### config.mk
export PLATFORM = sky130hd
export DESIGN_NAME = flash_guard
export DESIGN_NICKNAME = d
export VERILOG_FILES = /design/src/rtl/flg_pkg.sv /design/src/rtl/flg_region_dec.sv /design/src/rtl/flg_prot_regs.sv /design/src/rtl/flg_policy.sv /design/src/rtl/flash_guard.sv
export SDC_FILE = /design/constraint.sdc
export NUM_CORES = 1
export LEC_CHECK = 0
export ABC_CLOCK_PERIOD_IN_PS = 4230
export BUFFER_PORTS_ARGS = -buffer_cell sky130_fd_sc_hd__buf_2
export CAP_MARGIN = 20
export CORE_ASPECT_RATIO = 0.8
export CORE_UTILIZATION = 45
export DETAILED_ROUTE_END_ITERATION = 8
export PLACE_DENSITY_LB_ADDON = 0.3
export SLEW_MARGIN = 20
export SYNTH_ARGS = -nofsm -noshare
export SYNTH_HDL_FRONTEND = slang
export SYNTH_SLANG_ARGS = --single-unit
### constraint.sdc
create_clock -name clk_i -period 4.23 [get_ports clk_i]
set_input_delay 0.423 -clock clk_i [delete_from_list [all_inputs] [get_ports clk_i]]
set_output_delay 0.423 -clock clk_i [all_outputs]
set_load 0.02 [all_outputs]
### src/rtl/flg_pkg.sv
package flg_pkg;
  typedef enum logic [1:0] {
    ACC_TRD = 2'd0,
    ACC_TWR = 2'd1,
    ACC_XRD = 2'd2,
    ACC_XWR = 2'd3
  } acc_e;

  typedef enum logic [1:0] {
    CFG_XLK = 2'd0,
    CFG_WLK = 2'd1,
    CFG_RFN = 2'd2,
    CFG_ID  = 2'd3
  } cfg_off_e;

  localparam int unsigned NUM_KINDS = 3;
endpackage

### src/rtl/flg_region_dec.sv
module flg_region_dec #(
  parameter int unsigned ADDR_W    = 15,
  parameter int unsigned N_BLK     = 4,
  parameter int unsigned BOOT_SIZE = 32'h0800,
  parameter int unsigned BLK_SIZE  = 32'h1E00,
  parameter int unsigned IDX_W     = 3
) (
  input  logic [ADDR_W-1:0] addr_i,
  output logic [IDX_W-1:0]  idx_o
);
  always_comb begin
    idx_o = IDX_W'(N_BLK - 1);
    if (32'(addr_i) < BOOT_SIZE) begin
      idx_o = IDX_W'(N_BLK);
    end else begin
      for (int i = N_BLK - 1; i >= 0; i--) begin
        if (32'(addr_i) < BOOT_SIZE + (i + 1) * BLK_SIZE) idx_o = IDX_W'(i);
      end
    end
  end
endmodule

### src/rtl/flg_prot_regs.sv
module flg_prot_regs
  import flg_pkg::*;
#(
  parameter int unsigned N_REG = 5,
  parameter int unsigned IDX_W = 3
) (
  input  logic             clk_i,
  input  logic             rst_ni,
  input  logic             wr_en_i,
  input  cfg_off_e         wr_sel_i,
  input  logic [N_REG-1:0] wr_data_i,
  input  logic             erase_ok_i,
  input  logic             erase_all_i,
  input  logic [IDX_W-1:0] erase_idx_i,
  output logic [N_REG-1:0] xlk_o,
  output logic [N_REG-1:0] wlk_o,
  output logic [N_REG-1:0] rfn_o
);
  logic [N_REG-1:0] bits_q [NUM_KINDS];
  logic [N_REG-1:0] erase_vec;

  always_comb begin
    erase_vec = '0;
    if (erase_all_i) erase_vec = '1;
    else if (32'(erase_idx_i) < N_REG) erase_vec[erase_idx_i] = 1'b1;
  end

  for (genvar k = 0; k < NUM_KINDS; k++) begin : g_kind
    logic [N_REG-1:0] nxt;
    always_comb begin
      nxt = bits_q[k];
      if (erase_ok_i) nxt = bits_q[k] | erase_vec;
      else if (wr_en_i && (wr_sel_i == cfg_off_e'(k))) nxt = bits_q[k] & wr_data_i;
    end
    always_ff @(posedge clk_i or negedge rst_ni) begin
      if (!rst_ni) bits_q[k] <= '1;
      else         bits_q[k] <= nxt;
    end
  end

  assign xlk_o = bits_q[0];
  assign wlk_o = bits_q[1];
  assign rfn_o = bits_q[2];

  logic [3*N_REG-1:0] all_q;
  assign all_q = {bits_q[2], bits_q[1], bits_q[0]};


  one_way_chk: assert property (@(posedge clk_i) disable iff (!rst_ni)
    !erase_ok_i |=> ((all_q & ~$past(all_q)) == '0));


  erase_all_chk: assert property (@(posedge clk_i) disable iff (!rst_ni)
    (erase_ok_i && erase_all_i) |=> (&all_q));
endmodule

### src/rtl/flg_policy.sv
module flg_policy
  import flg_pkg::*;
#(
  parameter int unsigned N_REG = 5,
  parameter int unsigned IDX_W = 3
) (
  input  logic             req_i,
  input  acc_e             acc_i,
  input  logic             cfg_sel_i,
  input  logic [IDX_W-1:0] tgt_idx_i,
  input  logic [IDX_W-1:0] pc_idx_i,
  input  logic [N_REG-1:0] xlk_i,
  input  logic [N_REG-1:0] wlk_i,
  input  logic [N_REG-1:0] rfn_i,
  output logic             grant_o
);
  logic same_blk;
  assign same_blk = (tgt_idx_i == pc_idx_i);

  always_comb begin
    grant_o = 1'b0;
    if (req_i) begin
      if (cfg_sel_i) begin
        grant_o = 1'b1;
      end else begin
        unique case (acc_i)
          ACC_TRD: grant_o = rfn_i[tgt_idx_i] || same_blk;
          ACC_TWR: grant_o = wlk_i[tgt_idx_i];
          default: grant_o = xlk_i[tgt_idx_i];
        endcase
      end
    end
  end
endmodule

### src/rtl/flash_guard.sv
module flash_guard
  import flg_pkg::*;
#(
  parameter int unsigned ADDR_W    = 15,
  parameter int unsigned DATA_W    = 16,
  parameter int unsigned CFG_W     = 8,
  parameter int unsigned N_BLK     = 4,
  parameter int unsigned BOOT_SIZE = 32'h0800,
  parameter int unsigned BLK_SIZE  = 32'h1E00,
  parameter logic [7:0]  DEV_ID    = 8'h5A,
  localparam int unsigned N_REG    = N_BLK + 1,
  localparam int unsigned IDX_W    = $clog2(N_REG)
) (
  input  logic              clk_i,
  input  logic              rst_ni,
  input  logic              req_i,
  input  logic [1:0]        acc_type_i,
  input  logic              cfg_sel_i,
  input  logic [ADDR_W-1:0] addr_i,
  input  logic [ADDR_W-1:0] pc_i,
  input  logic [N_REG-1:0]  wdata_i,
  input  logic              erase_req_i,
  input  logic              erase_ext_i,
  input  logic              erase_all_i,
  input  logic [IDX_W-1:0]  erase_blk_i,
  output logic              grant_o,
  output logic [DATA_W-1:0] rd_mask_o,
  output logic [CFG_W-1:0]  cfg_rdata_o
);
  acc_e             acc;
  cfg_off_e         cfg_off;
  logic             is_rd, cfg_wr, erase_ok;
  logic [IDX_W-1:0] tgt_idx, pc_idx;
  logic [N_REG-1:0] xlk, wlk, rfn;

  assign acc     = acc_e'(acc_type_i);
  assign cfg_off = cfg_off_e'(addr_i[1:0]);
  assign is_rd   = (acc == ACC_TRD) || (acc == ACC_XRD);
  assign cfg_wr  = req_i && cfg_sel_i && !is_rd && (cfg_off != CFG_ID);
  // erases from user code never reach the bits
  assign erase_ok = erase_req_i && erase_ext_i;

  flg_region_dec #(.ADDR_W(ADDR_W), .N_BLK(N_BLK), .BOOT_SIZE(BOOT_SIZE),
                   .BLK_SIZE(BLK_SIZE), .IDX_W(IDX_W))
    u_tgt_dec (.addr_i(addr_i), .idx_o(tgt_idx));

  flg_region_dec #(.ADDR_W(ADDR_W), .N_BLK(N_BLK), .BOOT_SIZE(BOOT_SIZE),
                   .BLK_SIZE(BLK_SIZE), .IDX_W(IDX_W))
    u_pc_dec (.addr_i(pc_i), .idx_o(pc_idx));

  flg_prot_regs #(.N_REG(N_REG), .IDX_W(IDX_W)) u_regs (
    .clk_i       (clk_i),
    .rst_ni      (rst_ni),
    .wr_en_i     (cfg_wr),
    .wr_sel_i    (cfg_off),
    .wr_data_i   (wdata_i),
    .erase_ok_i  (erase_ok),
    .erase_all_i (erase_all_i),
    .erase_idx_i (erase_blk_i),
    .xlk_o       (xlk),
    .wlk_o       (wlk),
    .rfn_o       (rfn)
  );

  flg_policy #(.N_REG(N_REG), .IDX_W(IDX_W)) u_policy (
    .req_i     (req_i),
    .acc_i     (acc),
    .cfg_sel_i (cfg_sel_i),
    .tgt_idx_i (tgt_idx),
    .pc_idx_i  (pc_idx),
    .xlk_i     (xlk),
    .wlk_i     (wlk),
    .rfn_i     (rfn),
    .grant_o   (grant_o)
  );

  assign rd_mask_o = (grant_o && is_rd) ? '1 : '0;

  always_comb begin
    cfg_rdata_o = '0;
    if (req_i && cfg_sel_i && is_rd) begin
      unique case (cfg_off)
        CFG_XLK: cfg_rdata_o = CFG_W'(xlk);
        CFG_WLK: cfg_rdata_o = CFG_W'(wlk);
        CFG_RFN: cfg_rdata_o = CFG_W'(rfn);
        default: cfg_rdata_o = CFG_W'(DEV_ID);
      endcase
    end
  end


  wlock_deny_chk: assert property (@(posedge clk_i) disable iff (!rst_ni)
    (req_i && !cfg_sel_i && acc == ACC_TWR && !wlk[tgt_idx]) |-> !grant_o);


  fence_zero_chk: assert property (@(posedge clk_i) disable iff (!rst_ni)
    (req_i && !cfg_sel_i && acc == ACC_TRD && !rfn[tgt_idx] && pc_idx != tgt_idx)
      |-> (rd_mask_o == '0));


  idle_quiet_chk: assert property (@(posedge clk_i) disable iff (!rst_ni)
    !req_i |-> (!grant_o && rd_mask_o == '0 && cfg_rdata_o == '0));


  int_erase_chk: assert property (@(posedge clk_i) disable iff (!rst_ni)
    (erase_req_i && !erase_ext_i && !cfg_wr) |=> ($stable(xlk) && $stable(wlk) && $stable(rfn)));
endmodule

## After elaboration in Yosys (flattened, before gate mapping)

Cells that the tools add are included.

| word-level totals | value |
|---|---|
| register bits | 15 |
| latch bits | 0 |
| memory bits (writable) | 0 |
| memory bits (read-only) | 0 |
| bits of input ports | 47 |
| output and inout port bits | 25 |
| word-level logic and storage cells | 75 |
| memories | 0 |

| operators by class | value |
|---|---|
| $add $sub $neg | 0 |
| multiply operators | 0 |
| div/mod/pow operators | 0 |
| magnitude comparators | 12 |
| equal/unequal tests | 6 |
| shift-type cells | 0 |
| muxes and demuxes | 30 |
| bitwise logic cells | 6 |
| reduce and logical (&&, ||, !) cells | 18 |

Operator list:

| kind | number |
|---|---|
| 15-bit less-than comparator, second input constant | 4 |
| 5-bit 2-to-1 mux | 8 |
| 15-bit by 12-bit less-than comparator with 1-bit output, second input constant | 2 |
| 15-bit by 14-bit less-than comparator with 1-bit output, second input constant | 2 |
| 7-bit case mux with 3 select lines | 1 |
| 16-bit 2-to-1 mux | 1 |
| 5-bit bitwise AND | 3 |
| 5-bit OR | 3 |
| 1-bit logical AND | 10 |
| 1-bit binary-select mux with 3-bit select | 3 |
| 3-bit by 4-bit less-than comparator with 1-bit output, second input constant | 2 |
| 1-bit 2-to-1 mux | 8 |
| 2-bit 2-to-1 mux | 4 |
| 7-bit 2-to-1 mux | 1 |
| 3-bit 2-to-1 mux | 2 |
| 2-bit nonzero test | 3 |
| 2-bit by 1-bit == test with 1-bit output, second input constant | 2 |
| 2-bit == test, second input constant | 2 |
| 2-bit zero test | 2 |
| 1-bit demux with 3-bit select | 1 |
| 3-bit == test | 1 |
| 3-bit by 1-bit greater-or-equal comparator with 1-bit output, second input constant | 1 |
| 3-bit less-than comparator, second input constant | 1 |
| 1-bit logical OR | 2 |
| 3 further kinds | 3 |

## Logic depth before layout (Yosys ltp)

| logic depth | value |
|---|---|
| word-level depth | 13 |
| gate-level depth with buffers | 9 |
| depth with buffers taken out | 6 |

## By module

A second synthesis with hierarchy kept.

| second synthesis, totals | value |
|---|---|
| cell total of the unflattened synthesis | 146 |
| area total of the unflattened synthesis | 1278.7 um^2 |

Modules (own cells, without submodules):

| module | times used | cells each | area an instance (um^2) |
|---|---|---|---|
| flg_prot_regs | 1 | 63 | 644.4 |
| flash_guard | 1 | 44 | 327.8 |
| flg_policy | 1 | 25 | 214.0 |
| flg_region_dec | 2 | 7 | 46.3 |

## Worst setup path before layout

Ideal clock, no wire load.

| timing path | value |
|---|---|
| path kind | in2out |
| start | input port addr_i[14] |
| end | output port rd_mask_o[10] |
| arrival | 3.332 ns |
| data required time | 3.807 ns |
| slack | 0.475 ns |
| cell stages on the path | 9 |
| cells stage by stage | buf_4 > or4_1 > buf_4 > xnor2_1 > o221a_1 > or2_2 > o221a_2 > o32ai_1 > buf_4 |

| between the ends | value |
|---|---|
| word-level cells in the longest chain between the ends | 13 |
| elaborated cells between the ends (all ways) | 21 |
| classes of those cells | order compare (4); eq/ne (1); mux (14); reduce/logical (2) |

Ends and longest elaborated chain:

| item | RTL line | text |
|---|---|---|
| start, declared | flash_guard.sv:19 | `input logic [ADDR_W-1:0] addr_i,` |
| 15-bit less-than comparator | flg_region_dec.sv:17 | `if (32'(addr_i) < BOOT_SIZE + (i + 1) * BLK_SIZE) idx_o = IDX_W'(i);` |
| 1-bit 2-to-1 mux | flg_region_dec.sv:17 |  |
| 2-bit 2-to-1 mux (2 in a row) | flg_region_dec.sv:17 |  |
| 3-bit 2-to-1 mux * | flg_region_dec.sv:13 | `if (32'(addr_i) < BOOT_SIZE) begin` |
| 1-bit binary-select mux with 3-bit select | flg_policy.sv:27 | `ACC_TRD: grant_o = rfn_i[tgt_idx_i] \|\| same_blk;` |
| 1-bit 2-to-1 mux (implied by the code) | flg_policy.sv:27 |  |
| 1-bit logical OR | flg_policy.sv:27 |  |
| 1-bit case mux with 2 select lines * | flg_policy.sv:26 | `unique case (acc_i)` |
| 1-bit 2-to-1 mux * | flg_policy.sv:23 | `if (cfg_sel_i) begin` |
| 1-bit 2-to-1 mux * | flg_policy.sv:22 | `if (req_i) begin` |
| 1-bit logical AND * | flash_guard.sv:77 | `assign rd_mask_o = (grant_o && is_rd) ? '1 : '0;` |
| 16-bit 2-to-1 mux * | flash_guard.sv:77 |  |
| end, declared | flash_guard.sv:27 | `output logic [DATA_W-1:0] rd_mask_o,` |

Mark *: on every way between the ends. The rest lies on a longest branch, timed or not. The select of a mux whose other input is x is not followed.

## Worst setup path after layout

| timing path | value |
|---|---|
| start | input port addr_i[13] |
| end | output port rd_mask_o[15] |

The elaborated chain is that of the path after synthesis.

==> results.json <==
{
  "fp-row-count": 17,
  "finalMaxSlewViolations": 0,
  "finalSetupViolCount": 0,
  "area_delta_synth_final_pct": 14.7,
  "cts.sinks": 15,
  "yosysMostFrequentCell": "o21ai_0",
  "finalClockSkew_ns": 0,
  "gp_congestion": 0.900,
  "ctsLongestPathBuffers": 2,
  "power.density_nw_per_um2": 275,
  "clk_latency_ns": 0.25,
  "antenna_cells": 0,
  "synth_area_per_cell_sq_um": 8.03,
  "fin_setup_tns_ns": 0,
  "final_util": 0.551,
  "antenna_found_initial": 0,
  "ys_types": 47,
  "avgViaCountPerCell": 5.80,
  "cp_data_required_time_ns": 3.81,
  "cts_buffers": 3,
  "finalHoldViolCount": 0,
  "clockRootBuffer": "clkbuf_8",
  "synth_cells": 168,
  "ios": 72,
  "max_freq_mhz": 296,
  "drt_iter0_drc": 94,
  "die_area_sq_um": 3220,
  "yosysSeqAreaShare": 0.292,
  "period_needed_ns": 3.37,
  "tightest_slew_ns": 0.637,
  "synth_ff_type": "dfstp_2",
  "die_h_um": 51.0,
  "ctsHoldBuffers": 0,
  "netlist_top_cells_count": "o21ai_0, nand2_1, buf_4, dfstp_2, nor2_1",
  "synth_top_area_frac": 0.292,
  "overflow": 0,
  "die_x_um": 63.2,
  "grt_pass1_wl_mm": 5.52,
  "use_met3": 0.0536,
  "drcViolationCount": 0,
  "synth-simple-area-share": 0.232,
  "status": "complete, no violations",
  "ys_top_cells_by_area": "dfstp_2, buf_4, o21ai_0, nand2_1, a21oi_1",
  "synth_fa_ha_area_frac": 0.00742,
  "synth_compound_gate_area_share": 0.271,
  "rsz0062_at_grt": "false",
  "cts_max_level": 1,
  "ir_drop_mv": 0.158,
  "yosys_warnings": 0,
  "met1_usage": 0.280,
  "cap_violations": 0,
  "leakage_uw": 0.000698,
  "wl_per_cell_um": 14.6,
  "grt_pass1_vias": 1238,
  "path_max_fanout": 16,
  "synth-seq-cells": 15,
  "hp-class": "primary input to asynchronous set/reset pin",
  "cts_resized": 0,
  "io_buffers": 53,
  "postRouteAntennaNets": 0,
  "path_class": "primary input to output pin",
  "dr.pass1.iters": 4,
  "syn_area_sq_um": 1350,
  "fin_nets": 250,
  "grt.total_usage": 0.219,
  "crit_path_start_kind": "primary input",
  "via_count": 1393,
  "drt-total-wl_mm": 3.50,
  "use_met2": 0.382,
  "grt_max_degree": 17,
  "synth_top_family_by_area": "compound AO/OA/AOI/OAI gates",
  "cp.arrival_ns": 2.95,
  "synth_mux_area_frac": 0.0473,
  "synth_xor_area_frac": 0.0130,
  "path_clk_slew_ns": 0.06,
  "initial_core_util": 0.480,
  "place_hpwl_mm": 2.81,
  "slew_headroom": 0.570,
  "async_flop_share": 1.00,
  "top_usage_layer": "met2",
  "cp-end-kind": "output pin",
  "post_cts_buffers": 0,
  "cts_tree": "done",
  "synth_top_area_cell": "dfstp_2",
  "synth_edf_count": 0,
  "drive_gt1_frac": 0.406,
  "core_area_sq_um": 2810,
  "period_share": 0.798
}
[routing by layer]
metal,wire length (um),share of wire,vias to the layer above
met5,0,0,-
met4,40,0.011,0
met3,307,0.088,8
met2,1620,0.46,72
met1,1530,0.44,650
li1,-,-,663
[layout make-up]
type / instances / area (sq um)
inverters: 3 / 11.3
flip-flops and latches: 15 / 394
multi-input cells: 127 / 785
fillers: 280 / 1260
well taps: 38 / 47.5
repair buffers: 53 / 265
clock buffers: 4 / 45.0
[power breakdown]
part	total (uW)	switching (uW)	leakage (uW)	internal [uW]
combinational	138	84.6	0.000517	53.1
clock	117	49.9	0.0000228	66.7
sequential	172	9.60	0.000158	162
total	426	144	0.000698	282
[worst max-delay path: stages]
cell and delay [ns]:
buf_2 0.15, or4_1 0.68, xnor2_1 0.19, o221a_1 0.24, or2_2 0.29, o221a_2 0.31, o32ai_2 0.37, buf_2 0.28
[path summary, 6_finish.rpt]
kind	from	endpoint	slack, ns	depth (start not counted)
setup reg to reg	u_regs.rfn_o[1]	u_regs.rfn_o[1]	3.44	2
hold / removal	rst_ni	u_regs.xlk_o[1]	0.33	1
min in group clk_i	u_regs.wlk_o[4]	u_regs.wlk_o[4]	0.50	2
max in group asynchronous	rst_ni	u_regs.xlk_o[3]	3.87	1
hold reg to reg	u_regs.wlk_o[4]	u_regs.wlk_o[4]	0.50	2
setup / recovery	addr_i[13]	rd_mask_o[15]	0.86	8
[flip-flops by register name, summed over array words and instances (netlist names)]
signal and count:
u_regs.rfn_o 5, u_regs.wlk_o 5, u_regs.xlk_o 5
[cell families (layout without fill, tap and decap cells)]
family	after synthesis	after routing
AND/OR/NAND/NOR	62	62
XOR/XNOR	2	2
adder cells (fa/ha/maj)	1	1
AO/OA/AOI/OAI	54	54
other	1	2
buffers and inverters	27	60
flip-flops	15	15
multiplexers	6	6
[per-stage QoR]
step | cells | power [uW] | hold slack (ns) | area (sq um) | setup slack, ns
2_1_floorplan | 169 | 277 | 0.275 | 1350 | 0.475
3_3_place_gp | 236 | 303 | 0.473 | 1500 | 0.721
3_5_place_dp | 236 | 309 | 0.483 | 1500 | 0.630
4_1_cts | 240 | 424 | 0.355 | 1540 | 0.624
5_1_grt | 240 | 447 | 0.381 | 1550 | 0.706
6_report | 240 | 426 | 0.334 | 1550 | 0.856
[placed cells by master (no fill, tap or decap), types with 4 or more instances in the layout]
master / n
nand2_1: 21
nor2_1: 10
a21oi_1: 8
nor3b_1: 4
dfstp_2: 15
nor3_1: 4
nand2b_1: 6
buf_2: 53
o21ai_0: 23
Note: power is estimated with default switching activity, not from simulation.
